===== src/rtl/fsrec_pkg.sv =====
package fsrec_pkg;
  localparam int NSRC   = 8;
  localparam int IDX_W  = $clog2(NSRC);
  localparam int CODE_W = 5;
  localparam int CODE_HI_POS = 10;

  typedef enum logic [1:0] {
    POL_LOAD      = 2'd0,
    POL_IMPRECISE = 2'd1,
    POL_KEEP      = 2'd2
  } far_pol_e;

  typedef struct packed {
    logic              hit;
    logic [IDX_W-1:0]  idx;
    logic [CODE_W-1:0] code;
    far_pol_e          pol;
  } fsel_t;

  function automatic logic [CODE_W-1:0] src_code(input logic [IDX_W-1:0] i);
    case (i)
      3'd0:    return 5'b00001;
      3'd1:    return 5'b00000;
      3'd2:    return 5'b01101;
      3'd3:    return 5'b01000;
      3'd4:    return 5'b10110;
      3'd5:    return 5'b11001;
      3'd6:    return 5'b11000;
      default: return 5'b00010;
    endcase
  endfunction

  function automatic far_pol_e src_pol(input logic [IDX_W-1:0] i);
    case (i)
      3'd4, 3'd6: return POL_IMPRECISE;
      3'd7:       return POL_KEEP;
      default:    return POL_LOAD;
    endcase
  endfunction
endpackage


===== src/rtl/fault_prio_sel.sv =====
module fault_prio_sel
  import fsrec_pkg::*;
(
  input  logic [NSRC-1:0] req,
  output fsel_t           sel
);
  logic [NSRC-1:0] grant;

  // lowest index wins: a request is granted only if nothing below it is set
  always_comb begin
    logic found;
    found = 1'b0;
    for (int i = 0; i < NSRC; i++) begin
      grant[i] = req[i] & ~found;
      found    = found | req[i];
    end
  end

  always_comb begin
    sel.hit = |req;
    sel.idx = '0;
    for (int i = 0; i < NSRC; i++) begin
      if (grant[i]) sel.idx = IDX_W'(i);
    end
    sel.code = src_code(sel.idx);
    sel.pol  = src_pol(sel.idx);
  end
endmodule


===== src/rtl/fault_side_regs.sv =====
module fault_side_regs
  import fsrec_pkg::*;
#(
  parameter int DW = 32
) (
  input  logic            clk,
  input  logic            rst_n,
  input  logic [NSRC-1:0] fault,
  input  logic [DW-1:0]   addr,
  input  logic            fsr_we,
  input  logic            far_we,
  input  logic [DW-1:0]   wdata,
  output logic [DW-1:0]   fsr,
  output logic [DW-1:0]   far,
  output logic            addr_valid
);
  localparam logic [DW-1:0] FSR_MASK = (DW'(1) << CODE_HI_POS) | DW'(4'hF);

  fsel_t           sel;
  logic [DW-1:0]   fsr_q, far_q, fsr_pack;
  logic            val_q;
  logic            hw_load, hw_impr;

  fault_prio_sel u_sel (.req(fault), .sel(sel));

  assign hw_load = sel.hit && (sel.pol == POL_LOAD);
  assign hw_impr = sel.hit && (sel.pol == POL_IMPRECISE);

  always_comb begin
    fsr_pack = '0;
    fsr_pack[CODE_HI_POS] = sel.code[CODE_W-1];
    fsr_pack[3:0]         = sel.code[3:0];
  end

  always_ff @(posedge clk) begin
    if (!rst_n) begin
      fsr_q <= '0;
      far_q <= '0;
      val_q <= 1'b0;
    end else begin
      if (sel.hit)     fsr_q <= fsr_pack;
      else if (fsr_we) fsr_q <= wdata & FSR_MASK;

      if (hw_load)     far_q <= addr;
      else if (far_we) far_q <= wdata;

      if (hw_load)     val_q <= 1'b1;
      else if (hw_impr) val_q <= 1'b0;
      else if (far_we) val_q <= 1'b1;
    end
  end

  assign fsr        = fsr_q;
  assign far        = far_q;
  assign addr_valid = val_q;

  a_r3_rsvd_zero: assert property (@(posedge clk) disable iff (!rst_n)
    (fsr_q & ~FSR_MASK) == '0);
  a_r4_far_load: assert property (@(posedge clk) disable iff (!rst_n)
    hw_load |=> (far_q == $past(addr)) && val_q);
  a_r5_impr_hold: assert property (@(posedge clk) disable iff (!rst_n)
    (hw_impr && !far_we) |=> $stable(far_q) && !val_q);
  a_r6_debug_keep: assert property (@(posedge clk) disable iff (!rst_n)
    (sel.hit && sel.pol == POL_KEEP && !far_we) |=> $stable(far_q) && $stable(val_q));
  a_r7_idle_stable: assert property (@(posedge clk) disable iff (!rst_n)
    (!sel.hit && !fsr_we && !far_we) |=> $stable(fsr_q) && $stable(far_q) && $stable(val_q));
  a_r8_hw_wins: assert property (@(posedge clk) disable iff (!rst_n)
    (sel.hit && fsr_we) |=> (fsr_q[3:0] == $past(sel.code[3:0])) &&
                            (fsr_q[CODE_HI_POS] == $past(sel.code[CODE_W-1])));
endmodule


===== src/rtl/fault_status_recorder.sv =====
module fault_status_recorder
  import fsrec_pkg::*;
#(
  parameter int DW = 32
) (
  input  logic            clk,
  input  logic            rst_n,
  input  logic [NSRC-1:0] d_fault,
  input  logic [DW-1:0]   d_addr,
  input  logic [NSRC-1:0] i_fault,
  input  logic [DW-1:0]   i_addr,
  input  logic            d_fsr_we,
  input  logic            d_far_we,
  input  logic            i_fsr_we,
  input  logic            i_far_we,
  input  logic [DW-1:0]   sw_wdata,
  output logic [DW-1:0]   d_fsr,
  output logic [DW-1:0]   d_far,
  output logic            d_addr_valid,
  output logic [DW-1:0]   i_fsr,
  output logic [DW-1:0]   i_far,
  output logic            i_addr_valid
);
  localparam int NSIDE = 2;

  logic [NSIDE-1:0][NSRC-1:0] flt;
  logic [NSIDE-1:0][DW-1:0]   adr, fsr_o, far_o;
  logic [NSIDE-1:0]           fsr_we, far_we, val_o;

  assign flt    = {i_fault, d_fault};
  assign adr    = {i_addr, d_addr};
  assign fsr_we = {i_fsr_we, d_fsr_we};
  assign far_we = {i_far_we, d_far_we};

  for (genvar s = 0; s < NSIDE; s++) begin : g_side
    fault_side_regs #(.DW(DW)) u_regs (
      .clk        (clk),
      .rst_n      (rst_n),
      .fault      (flt[s]),
      .addr       (adr[s]),
      .fsr_we     (fsr_we[s]),
      .far_we     (far_we[s]),
      .wdata      (sw_wdata),
      .fsr        (fsr_o[s]),
      .far        (far_o[s]),
      .addr_valid (val_o[s])
    );
  end

  assign d_fsr        = fsr_o[0];
  assign d_far        = far_o[0];
  assign d_addr_valid = val_o[0];
  assign i_fsr        = fsr_o[1];
  assign i_far        = far_o[1];
  assign i_addr_valid = val_o[1];
endmodule


===== config.mk =====
export PLATFORM = sky130hd
export DESIGN_NAME = fault_status_recorder
export DESIGN_NICKNAME = d
export VERILOG_FILES = /design/src/rtl/fsrec_pkg.sv /design/src/rtl/fault_prio_sel.sv /design/src/rtl/fault_side_regs.sv /design/src/rtl/fault_status_recorder.sv
export SDC_FILE = /design/constraint.sdc
export NUM_CORES = 1
export LEC_CHECK = 0
export ABC_CLOCK_PERIOD_IN_PS = 1600
export BUFFER_PORTS_ARGS = -buffer_cell sky130_fd_sc_hd__buf_2
export CAP_MARGIN = 20
export CORE_ASPECT_RATIO = 1.4
export CORE_UTILIZATION = 44
export DETAILED_ROUTE_END_ITERATION = 8
export GPL_TIMING_DRIVEN = 0
export PLACE_DENSITY_LB_ADDON = 0.3
export SLEW_MARGIN = 20
export SYNTH_ARGS = -nofsm -noshare
export SYNTH_HDL_FRONTEND = slang
export SYNTH_SLANG_ARGS = --single-unit

===== constraint.sdc =====
create_clock -name clk -period 1.6 [get_ports clk]
set_input_delay 0.16 -clock clk [delete_from_list [all_inputs] [get_ports clk]]
set_output_delay 0.16 -clock clk [all_outputs]
set_load 0.05 [all_outputs]

# Word level (Yosys, flattened, before mapping)
# Index checks and enable logic that the tools add are counted.
# Widths: inputs -> output; s select.
[op_classes] reduce_logical=18 muxes=32 bitwise_logic=40 eq_ne=16
[op_table] cell="$mux 32" count=4
[op_table] cell="$pmux 5 s7" count=2
[op_table] cell="$mux 11" count=4
[op_table] cell="$mux 3" count=12
[op_table] cell="$eq 3x3->1 const B" count=8
[op_table] cell="$reduce_or 8->1" count=2
[op_table] cell="$and 1x1->1" count=14
[op_table] cell="$not 1->1" count=14
[op_table] cell="$eq 3x2->1 const B" count=4
[op_table] cell="$or 1x1->1" count=12
[op_table] cell="$mux 1" count=8
[op_table] cell="$pmux 2 s2" count=2
[op_table] cell="$reduce_bool 2->1" count=4
[op_table] cell="$eq 3x1->1 const B" count=2
[op_table] cell="$logic_not 3->1" count=2
[op_table] cell="$reduce_bool 3->1" count=2
[op_table] cell="$eq 2x1->1 const B" count=2
[op_table] cell="$logic_and 1x1->1" count=4
[op_table] cell="$logic_not 2->1" count=2
[op_table] cell="$reduce_or 2->1" count=2
[word_totals] wordCells=112 regBits=76

# Depth between registers and ports, before layout
# Gate-level depths: netlist of the first run.
[logic_depth] depth_word=16 depth_mapped=6 mapped_depth_nobuf=3

# Hierarchy
# A second synthesis of the first run with hierarchy kept.
[unflattened] cells_unflattened=466 area_unflattened_um2=4616.9
[modules_own_cells] module="fault_side_regs" seq_area_each_um2=760.7 n_inst=2 area_per_inst_um2=2149.6 cells_per_inst=203
[modules_own_cells] module="fault_prio_sel" seq_area_each_um2=0.0 n_inst=2 area_per_inst_um2=158.9 cells_per_inst=30

# Least setup slack after synthesis of the first run
# OpenSTA, ideal clock, no wires.
[synth_timing] kind="input -> register" from="input port i_fault[2]" to="register g_side[1].u_regs.far_q[25]" path_slack_ns=0.321 arrival_ns=1.142 stages=4 setup_ns=0.137 path_buffers=1 path_cell_list="or4_4 -> a21oi_4 -> buf_6 -> a211oi_1"
[synth_between] elab_chain_len=14 word_cells_on_any_way=32
[synth_lines] item="start, declared" line_no="fault_status_recorder.sv:10" text="input logic [NSRC-1:0] i_fault,"
[synth_lines] item="$or 1x1->1" line_no="fault_prio_sel.sv:15" text="found = found | req[i];"
[synth_lines] item="$not 1->1 / $or 1x1->1 (equally long branches)" line_no="fault_prio_sel.sv:14, fault_prio_sel.sv:15"
[synth_lines] item="$and 1x1->1 (tied with other cells)" line_no="fault_prio_sel.sv:14" text="grant[i] = req[i] & ~found;"
[synth_lines] item="$mux 3 (tied with other cells) (3 in series)" line_no="fault_prio_sel.sv:23" text="if (grant[i]) sel.idx = IDX_W'(i);"
[synth_lines] item="$mux 3 / $and 1x1->1 (equally long branches)" line_no="fault_prio_sel.sv:23, fault_prio_sel.sv:14"
[synth_lines] item="$mux 3" line_no="fault_prio_sel.sv:23"
[synth_lines] item="$eq 3x3->1" line_no="fsrec_pkg.sv:34" text="case (i)"
[synth_lines] item="$reduce_or 2->1" line_no="fsrec_pkg.sv:34"
[synth_lines] item="$pmux 2 s2" line_no="fsrec_pkg.sv:34"
[synth_lines] item="$logic_not 2->1" line_no="fault_side_regs.sv:26" text="assign hw_load = sel.hit && (sel.pol == POL_LOAD);"
[synth_lines] item="$logic_and 1x1->1 (*)" line_no="fault_side_regs.sv:26"
[synth_lines] item="$mux 32 / $reduce_bool 2->1 (equally long branches)"
[synth_lines] item="end signal, assigned" line_no="fault_side_regs.sv:44" text="if (hw_load) far_q <= addr;"
[synth_lines] item="end signal, assigned" line_no="fault_side_regs.sv:45" text="else if (far_we) far_q <= wdata;"
[synth_lines] item="end, declared" line_no="fault_side_regs.sv:20" text="logic [DW-1:0] fsr_q, far_q, fsr_pack;"
# Mark *: on every way between the ends. The rest lies on a longest branch, timed or not.
# A chain may end at the register's enable or synchronous reset.

# Worst setup path in the final report of the first run
[layout_timing] from="input port d_fault[4]" to="register g_side[0].u_regs.far_q[14]"
[layout_between] elab_chain_len=12 word_cells_on_any_way=24
[layout_lines] item="start, declared" line_no="fault_status_recorder.sv:8" text="input logic [NSRC-1:0] d_fault,"
[layout_lines] item="$or 1x1->1" line_no="fault_prio_sel.sv:15"
[layout_lines] item="$not 1->1 / $or 1x1->1 (equally long branches)" line_no="fault_prio_sel.sv:14, fault_prio_sel.sv:15"
[layout_lines] item="$and 1x1->1 (tied with other cells)" line_no="fault_prio_sel.sv:14"
[layout_lines] item="$mux 3 (tied with other cells)" line_no="fault_prio_sel.sv:23"
[layout_lines] item="$mux 3 / $and 1x1->1 (equally long branches)" line_no="fault_prio_sel.sv:23, fault_prio_sel.sv:14"
[layout_lines] item="$mux 3" line_no="fault_prio_sel.sv:23"
[layout_lines] item="$eq 3x3->1" line_no="fsrec_pkg.sv:34"
[layout_lines] item="$reduce_or 2->1" line_no="fsrec_pkg.sv:34"
[layout_lines] item="$pmux 2 s2" line_no="fsrec_pkg.sv:34"
[layout_lines] item="$logic_not 2->1" line_no="fault_side_regs.sv:26"
[layout_lines] item="$logic_and 1x1->1 (*)" line_no="fault_side_regs.sv:26"
[layout_lines] item="$mux 32 / $reduce_bool 2->1 (equally long branches)"
[layout_lines] item="end signal, assigned" line_no="fault_side_regs.sv:44"
[layout_lines] item="end signal, assigned" line_no="fault_side_regs.sv:45"
[layout_lines] item="end, declared" line_no="fault_side_regs.sv:20"
# Marked as above.

==> flow_metrics.py, run 1 <==
metrics = {
    "timing": {
        "maxClockFrequency_mhz": 731,
        "rsz0062_at_grt": "no",
        "setup_viol": 0,
        "final_hold_viol_count": 0,
        "maxSlewHeadroom_pct": 48.6,
        "min_period_ns": 1.37,
        "worst_pin_slew_ns": 0.765,
        "clock_skew_ns": 0,
        "holdWs_ns": 0.131,
        "fin_crit_sh_pct": 85.5,
        "maxSlewViolCount": 0,
    },
    "synth": {
        "syn_area_um2": 4160,
        "seq_area_frac_synth_pct": 36.6,
        "synth_top_area_share_pct": 36.6,
        "synth_cell_types": 44,
        "synth_top_area_cell": "dfxtp_1",
        "synth_seq_cells": 76,
        "yosysMostFrequentCell": "dfxtp_1",
        "yosys_warnings": 0,
        "synth_async_sr_flop_share_pct": 0,
        "synth_commonest_cells": "76 x dfxtp_1, 69 x a21oi_1, 67 x mux2i_1, 57 x buf_4, 55 x a211oi_1",
        "synth_edf_count": 0,
        "syn_inst": 437,
        "avgSynthCellArea_um2": 9.52,
        "synth_area_leaders": "dfxtp_1 37%, mux2i_1 16%, buf_4 10%",
        "ys.flop_type": "dfxtp_1",
    },
    "route": {
        "remaining_drc_errors": 32,
        "totalWireLength_um": 13000,
        "firstDrtPassIters": 7,
        "antenna_left": 0,
        "wl_per_cell_um": 16.3,
        "num_vias": 4191,
        "initialDrtViolationCount": 227,
        "viasPerCell": 5.24,
    },
    "critical_path": {
        "path_buf_inv": 4,
        "worst_setup_path_start_kind": "input pin",
        "cp.depth": 7,
        "path_delay_family": "buffers and inverters",
        "cp_slowest_stage_delay_ns": 0.30,
        "cpMaxStageDelayCell": "buf_2",
        "path_class": "in -> reg",
        "cp_cell_sequence": "buf_2 -> nand2b_1 -> clkbuf_1 -> and2_0 -> clkbuf_1 -> buf_2 -> a211oi_1",
        "required_ns": 1.78,
        "worst-endpoint-arrival_ns": 1.55,
        "ff2ff_path_depth": 3,
        "end_kind": "flip-flop",
        "r2r_slack_ns": 0.68,
        "worst-path-max-fanout": 10,
    },
    "clocking": {
        "cts_buffers": 9,
        "ctsHoldBuffers": 0,
        "post_cts_resized": 0,
        "clkSinkCount": 76,
        "cts_root_buf": "clkbuf_16",
        "clock_path_buffers": 2,
        "cts_setup_buffers": 0,
        "clk_latency_ns": 0.33,
        "cts_max_level": 3,
        "cts_tree": "yes",
        "clkTransAtPathRegs_ns": 0.06,
    },
    "power": {
        "leakagePower_nw": 2.89,
        "p_seq_share_pct": 38.0,
        "switchingPower_w": 0.00189,
        "p_comb_share_pct": 28.8,
        "power.share.clock_pct": 33.1,
        "intPower_w": 0.00354,
        "p_sw_share_pct": 34.8,
        "power.density_nw_per_um2": 955,
        "irDropWorstVdd_mv": 0.620,
    },
    "die": {
        "die_h_um": 117,
        "die_w_um": 84.2,
        "start_util_pct": 45.8,
        "coreArea_um2": 9080,
        "fp.dieArea_um2": 9850,
        "rows": 41,
        "pin_count": 248,
    },
    "worst_hold_path": {
        "worstHoldPathCells": 3,
        "hold_path.class": "in -> reg",
    },
    "place": {
        "numPortBuffers": 189,
        "dp.cells": 786,
        "place_area_um2": 5440,
        "place_congestion": 0.872,
        "dp_hpwl_um": 9990,
    },
    "final_layout": {
        "final_nets": 808,
        "final_area_um2": 5700,
        "diodes": 0,
        "instances_no_fill": 800,
        "n_fill_cell": 812,
        "area_delta_synth_final_pct": 36.9,
        "layout-drive-gt1-share_pct": 43.0,
    },
    "outcome": {
        "violations": "design-rule violations",
        "outcome": "finished, violations left",
    },
    "global_route": {
        "grt_pass1_vias": 3968,
        "grt-ovfl-total": 0,
        "grt_max_degree": 12,
        "grt_pass1_wl_um": 19600,
        "track_usage_pct": 25.6,
        "antenna_found_initial": 0,
    },
    "job": {
        "maxCapViolations": 0,
    },
}
path summary, 6_finish.rpt:
check | from | endpoint
setup / recovery | d_fault[4] | g_side[0].u_regs.far[14]
hold / removal | rst_n | g_side[1].u_regs.fsr[2]
hold reg to reg | g_side[1].u_regs.fsr[2] | g_side[1].u_regs.fsr[2]
setup reg to reg | g_side[1].u_regs.fsr[1] | g_side[1].u_regs.fsr[1]
cells by family (layout without fill, tap and decap cells):
group	count (synthesis)	count (layout)	synth area share, %
other	1	54	0.0902
AO/OA/AOI/OAI	158	158	25.8
buffers and inverters	97	300	15.5
flip-flops	76	76	36.6
AND/OR/NAND/NOR	36	36	5.39
multiplexers	69	69	16.7
layout make-up:
cell class	count	area, um^2	share of cell area (%)
timing repair buffer	189	946	16.6
buffer	93	628	11.0
clock inverter	3	15.0	0.264
sequential	76	1520	26.7
multi-input combinational	317	2190	38.5
inverter	4	15.0	0.264
tap	107	134	2.35
clock buffer	11	243	4.26
stage by stage:
stage | TNS (ns) | total power, W | utilization [%] | worst slack, ns
6_report | 0 | 0.00544 | 62.7 | 0.232
3_3_place_gp | -2.46 | 0.00364 | 59.9 | -0.0905
4_1_cts | 0 | 0.00546 | 62.7 | 0.244
3_5_place_dp | -3.55 | 0.00366 | 59.9 | -0.102
5_1_grt | 0 | 0.00565 | 62.7 | 0.0865
2_1_floorplan | 0 | 0.00326 | - | 0.321
cells in the final DEF (no fill, tap or decap), types with 2 or more instances in the layout:
cell | Yosys | layout
conb_1 | 1 | 54
a211oi_1 | 55 | 55
clkbuf_16 | 0 | 9
o211ai_1 | 2 | 2
a311oi_1 | 2 | 2
mux2_2 | 2 | 2
buf_6 | 6 | 6
buf_4 | 57 | 57
mux2i_1 | 67 | 67
nor2_1 | 10 | 10
dfxtp_1 | 76 | 76
buf_2 | 10 | 199
clkbuf_1 | 18 | 19
a21oi_1 | 69 | 69
a211oi_2 | 11 | 11
o21ba_2 | 2 | 2
o41ai_1 | 2 | 2
nor2b_1 | 4 | 4
nand2b_1 | 5 | 5
clkinv_2 | 0 | 3
clkbuf_4 | 2 | 2
nor4_1 | 2 | 2
nor3_1 | 2 | 2
nand3_1 | 3 | 3
o21ai_0 | 6 | 6
inv_1 | 3 | 3
worst reg2reg max path: cells and delay by family, from the launching register on:
kind / cells / cell delay (ns)
compound gates: 2 / 0.23
flops: 1 / 0.30
mux: 1 / 0.25
power by group through the flow:
stage          sequential, W  combinational [W]  clock (W)
4_1_cts              0.00207            0.00156    0.00183
6_report             0.00207            0.00157    0.00180
2_1_floorplan        0.00249           0.000765          0
5_1_grt              0.00208            0.00166    0.00191
3_3_place_gp         0.00210            0.00154          0
3_5_place_dp         0.00210            0.00156          0
state kept, by name, summed over array words and instances (netlist names):
register                  flops
g_side.u_regs.addr_valid      2
g_side.u_regs.far            64
g_side.u_regs.fsr            10
per-layer routing:
layer | up-vias | global-route usage [%] | wire length, um | share of wire, %
met4 | 0 | 13.3 | 342 | 2.6
met1 | 1955 | 27.6 | 4990 | 38
li1 | 2018 | - | - | -
met2 | 192 | 47.6 | 6840 | 52
met5 | - | 0 | 0 | 0
met3 | 26 | 5.19 | 868 | 6.7
(Power assumes the default switching activity.)
==> run 2, diff against run 1 <==
Settings changed: PLACE_DENSITY set to 0.81, PLACE_DENSITY_LB_ADDON 0.3 to unset.
==> run 2 against run 1 <==
The run still ends with design-rule violations left; sequential share of layout area decreased by 0.13 points; design area increased by 0.48%; setup slack improved by 0.068 ns; first-iteration DRC count increased by 14%; die area unchanged; power increased by 3.7%; routed wire length increased by 1.1%; utilization increased by 0.30 points; register-to-register slack got worse by 0.08 ns; critical path type unchanged; largest cell class unchanged; largest power group unchanged.
==> flow_metrics.py, run 2 (synthesis results as in run 1) <==
metrics = {
    "outcome": {
        "outcome": "finished, violations left",
        "violations": "design-rule violations",
    },
    "die": {
        "die_h_um": 117,
        "coreArea_um2": 9080,
        "rows": 41,
        "die_w_um": 84.2,
        "fp.dieArea_um2": 9850,
        "pin_count": 248,
        "start_util_pct": 45.8,
    },
    "critical_path": {
        "worst-endpoint-arrival_ns": 1.54,
        "path_class": "in -> reg",
        "worst_setup_path_start_kind": "input pin",
        "cp_slowest_stage_delay_ns": 0.65,
        "cp_cell_sequence": "buf_2 -> nor4_4 -> buf_6 -> a21oi_1 -> a211oi_1",
        "cpMaxStageDelayCell": "nor4_4",
        "required_ns": 1.84,
        "end_kind": "flip-flop",
        "worst-path-max-fanout": 10,
    },
    "clocking": {
        "post_cts_resized": 0,
        "cts_tree": "yes",
        "clkSinkCount": 76,
        "cts_root_buf": "clkbuf_16",
        "clk_latency_ns": 0.33,
        "ctsHoldBuffers": 0,
        "cts_setup_buffers": 0,
        "cts_buffers": 9,
        "cts_max_level": 3,
        "clock_path_buffers": 2,
        "clkTransAtPathRegs_ns": 0.06,
    },
    "power": {
        "p_comb_share_pct": 27.8,
        "leakagePower_nw": 2.90,
        "power.share.clock_pct": 35.4,
        "switchingPower_w": 0.00192,
        "intPower_w": 0.00372,
        "power.density_nw_per_um2": 985,
        "p_seq_share_pct": 36.7,
        "finalPower_w": 0.00564,
        "p_sw_share_pct": 34.1,
        "irDropWorstVdd_mv": 0.566,
    },
    "place": {
        "dp_hpwl_um": 10100,
        "dp.cells": 786,
        "place_area_um2": 5440,
        "place_congestion": 0.847,
        "numPortBuffers": 189,
    },
    "route": {
        "initialDrtViolationCount": 258,
        "viasPerCell": 5.25,
        "antenna_left": 0,
        "firstDrtPassIters": 7,
        "wl_per_cell_um": 16.5,
        "remaining_drc_errors": 33,
        "totalWireLength_um": 13200,
        "num_vias": 4208,
    },
    "global_route": {
        "grt_max_degree": 12,
        "track_usage_pct": 26.3,
        "grt_pass1_vias": 3931,
        "grt-ovfl-total": 0,
        "antenna_found_initial": 0,
        "grt_pass1_wl_um": 19900,
    },
    "timing": {
        "maxSlewHeadroom_pct": 54.5,
        "maxSlewViolCount": 0,
        "clock_skew_ns": 0,
        "setup_viol": 0,
        "rsz0062_at_grt": "no",
        "fin_crit_sh_pct": 81.3,
        "final_hold_viol_count": 0,
        "min_period_ns": 1.30,
        "maxClockFrequency_mhz": 769,
        "worst_pin_slew_ns": 0.678,
        "holdWs_ns": 0.127,
    },
    "final_layout": {
        "layout-drive-gt1-share_pct": 42.8,
        "ff_latch_area_um2": 1520,
        "instances_no_fill": 801,
        "n_fill_cell": 793,
        "layout_common_cells": "199 x buf_2, 76 x dfxtp_1, 69 x a21oi_1, 67 x mux2i_1, 57 x buf_4",
        "area_delta_synth_final_pct": 37.6,
        "largest_reg_flops": 64,
        "final_nets": 808,
        "final_common_cell": "buf_2",
        "multi_input_area_um2": 2190,
        "final_area_um2": 5720,
        "diodes": 0,
    },
    "job": {
        "maxCapViolations": 0,
    },
    "worst_hold_path": {
        "hold_path.class": "in -> reg",
    },
}
-- run 2: changes by cell type in the layout (fill, tap and decap cells not counted) --
cell,delta
clkbuf_1,+2
clkinv_2,-2
bufinv_16,+1
-- run 2: metal layers --
layer	share of wire (%)	global-route usage (%)
met4	3.1	16.2
met5	0	0
met2	52	48.1
met3	6.0	5.47
met1	38	28.0
-- run 2: through the flow --
step,utilization (%),TNS (ns),worst slack [ns]
final,63.0,0,0.300
after CTS,63.0,0,0.277
after floorplan,-,0,0.321
after detailed placement,59.9,-1.64,-0.0716
after global placement,59.9,-0.885,-0.0408
after global routing,63.0,0,0.140
-- run 2: cell type report --
cell class / count / area share [%]
inverter: 4 / 0.262
clock buffer: 13 / 4.37
tap: 107 / 2.34
sequential: 76 / 26.6
buffer: 93 / 11.0
multi-input combinational: 317 / 38.3
timing repair buffer: 189 / 16.5
clock inverter: 2 / 0.612
-- run 2: worst paths after layout --
path / start / endpoint / slack, ns / cells after the start
worst max-delay path: i_fault[2] / g_side[1].u_regs.far[20] / 0.30 / 5
worst min-delay path: i_addr[19] / g_side[1].u_regs.far[19] / 0.13 / 3
worst max register to register: g_side[1].u_regs.fsr[1] / g_side[1].u_regs.fsr[1] / 0.60 / 3
worst min register to register: g_side[0].u_regs.fsr[1] / g_side[0].u_regs.fsr[1] / 0.54 / 2
-- run 2: power by group through the flow --
stage	clock [W]	combinational, W	sequential, W
floorplan	0	0.000765	0.00249
global placement	0	0.00153	0.00210
detailed placement	0	0.00156	0.00211
CTS	0.00201	0.00156	0.00207
global route	0.00210	0.00166	0.00208
finish	0.00200	0.00157	0.00207
-- run 2: critical path: cells and delay by family --
kind	cells	cell delay, ns
AND/OR/NAND/NOR	1	0.65
AO/OA/AOI/OAI	2	0.34
buffers and inverters	2	0.38
==> run 3, diff against run 2 <==
Settings changed: ABC_CLOCK_PERIOD_IN_PS 1600 to 1200.
Clock period 1.6 ns to 1.2 ns, I/O delays scaled along.
==> run 3 against run 2 <==
The run still ends with design-rule violations left; clock-buffer cell count down 3; worst hold slack worse by 0.040 ns; die area unchanged; critical path depth is 1 higher; clock power rose by 36%; non-clock buffer count grew 6; via count is 0.59% lower; routed wire length hardly changed; combinational power increased by 36%; cell count up 0.75%.
==> flow_metrics.py, run 3 (synthesis results as in run 1) <==
metrics = {
    "timing": {
        "setup_viol": 0,
        "timing.final.ws_setup_ns": 0.0114,
        "maxSlewHeadroom_pct": 53.2,
        "clock_skew_ns": 0,
        "fin_crit_sh_pct": 99.1,
        "min_period_ns": 1.19,
        "rsz0062_at_grt": "yes",
        "maxClockFrequency_mhz": 841,
        "final_hold_viol_count": 0,
        "maxSlewViolCount": 0,
        "worst_pin_slew_ns": 0.702,
    },
    "final_layout": {
        "multi_input_area_um2": 2240,
        "final_nets": 814,
        "largest_reg_flops": 64,
        "diodes": 0,
        "area_delta_synth_final_pct": 41.5,
        "ff_latch_area_um2": 1520,
        "final_area_um2": 5890,
        "final_common_cell": "buf_2",
        "layout_common_cells": "196 x buf_2, 76 x dfxtp_1, 69 x a21oi_1, 67 x mux2i_1, 63 x buf_4",
        "n_fill_cell": 775,
        "final_util_pct": 64.8,
        "layout-drive-gt1-share_pct": 45.6,
    },
    "die": {
        "die_w_um": 84.2,
        "pin_count": 248,
        "start_util_pct": 45.8,
        "rows": 41,
        "fp.dieArea_um2": 9850,
        "coreArea_um2": 9080,
        "die_h_um": 117,
    },
    "route": {
        "antenna_left": 0,
        "num_vias": 4183,
        "initialDrtViolationCount": 193,
        "remaining_drc_errors": 33,
        "viasPerCell": 5.18,
        "totalWireLength_um": 13200,
        "wl_per_cell_um": 16.4,
        "firstDrtPassIters": 6,
    },
    "global_route": {
        "grt-ovfl-total": 0,
        "grt_pass1_vias": 3917,
        "antenna_found_initial": 1,
        "grt_pass1_wl_um": 19400,
        "grt_max_degree": 13,
        "track_usage_pct": 25.5,
    },
    "place": {
        "place_congestion": 0.871,
        "numPortBuffers": 189,
        "dp_hpwl_um": 10100,
        "preCtsSetupSlack_ns": -0.456,
        "place_area_um2": 5470,
    },
    "clocking": {
        "cts_root_buf": "clkbuf_16",
        "cts_max_level": 3,
        "clk_latency_ns": 0.33,
        "cts_tree": "yes",
        "clkTransAtPathRegs_ns": 0.06,
        "clkSinkCount": 76,
        "cts_buffers": 9,
        "clock_path_buffers": 2,
        "ctsHoldBuffers": 0,
    },
    "critical_path": {
        "worst-path-max-fanout": 10,
        "worst_setup_path_start_kind": "input pin",
        "path_buf_inv": 3,
        "cpMaxStageDelayCell": "or4_4",
        "cp_cell_sequence": "buf_2 -> or4_4 -> a21oi_4 -> buf_12 -> buf_6 -> a211oi_1",
        "path_delay_family": "simple AND/OR/NAND/NOR gates",
        "path_class": "in -> reg",
        "worst-endpoint-arrival_ns": 1.38,
        "end_kind": "flip-flop",
        "cp_slowest_stage_delay_ns": 0.59,
        "required_ns": 1.39,
    },
    "worst_hold_path": {
        "hold_path.class": "in -> reg",
    },
    "outcome": {
        "violations": "design-rule violations",
        "outcome": "finished, violations left",
    },
    "power": {
        "power.density_nw_per_um2": 1290,
        "leakagePower_nw": 2.97,
        "irDropWorstVdd_mv": 0.892,
    },
    "job": {
        "maxCapViolations": 0,
    },
}
[run 3: changes by cell type in the layout (fill, tap and decap cells not counted), moves of 2 or more]
cell      previous run  this run
a211oi_1            55        47
a211oi_2            11        19
buf_12               0         2
buf_2              199       196
buf_4               57        63
clkbuf_1            21        13
clkbuf_2             0         4
clkinv_2             1         3
[run 3: area by class of cell]
type / instances / area share (%)
plain buffers: 92 / 10.9
clock buffers: 10 / 4.06
clock inverters: 5 / 0.893
inverters: 4 / 0.255
multi-input cells: 317 / 38.1
flip-flops and latches: 76 / 25.9
well taps: 107 / 2.27
repair buffers: 196 / 17.7
[run 3: through the flow]
step | setup TNS (ns) | power (W) | std cells | hold slack, ns
final | 0 | 0.00760 | 807 | 0.0870
after global routing | -0.0796 | 0.00787 | 807 | 0.0906
after global placement | -25.49 | 0.00486 | 786 | 0.425
after CTS | -0.825 | 0.00757 | 805 | 0.0820
after floorplan | -0.993 | 0.00436 | 490 | 0.243
after detailed placement | -27.44 | 0.00490 | 786 | 0.435
[run 3: worst reg2reg max path: cells and delay by family, from the launching register on]
family / cells / cell delay [ns]
compound gates: 2 / 0.29
flops: 1 / 0.33
mux: 1 / 0.26
[run 3: metal layers]
layer / track usage, % / part of all wire [%] / vias up
met2: 46.6 / 52 / 180
met3: 6.03 / 6.6 / 31
met4: 13.1 / 2.8 / 2
met5: 0 / 0.061 / -
met1: 27.8 / 38 / 1946
li1: - / - / 2024
[run 3: path summary, 6_finish.rpt]
path | startpoint | end | slack (ns) | cells after the start
min | i_addr[23] | g_side[1].u_regs.far[23] | 0.09 | 3
max | i_fault[0] | g_side[1].u_regs.far[24] | 0.01 | 6
max reg2reg | g_side[1].u_regs.fsr[1] | g_side[1].u_regs.fsr[1] | 0.18 | 3
min reg2reg | g_side[0].u_regs.fsr[1] | g_side[0].u_regs.fsr[1] | 0.53 | 2
[run 3: repair_timing]
action                                  CTS  global route
pin swaps                                 2             0
endpoints found under the hold margin     0             0
buffers inserted                          5             1
resized for setup                         4            11
endpoints found under the setup margin   60            58
cloned                                    0             1
[run 3: power breakdown]
part / leakage [nW] / internal [W] / total (W) / switching [W]
Sequential: 0.632 / 0.00268 / 0.00276 / 0.0000816
Combinational: 2.19 / 0.000647 / 0.00213 / 0.00148
Clock: 0.144 / 0.00164 / 0.00271 / 0.00107
Total: 2.97 / 0.00497 / 0.00760 / 0.00263
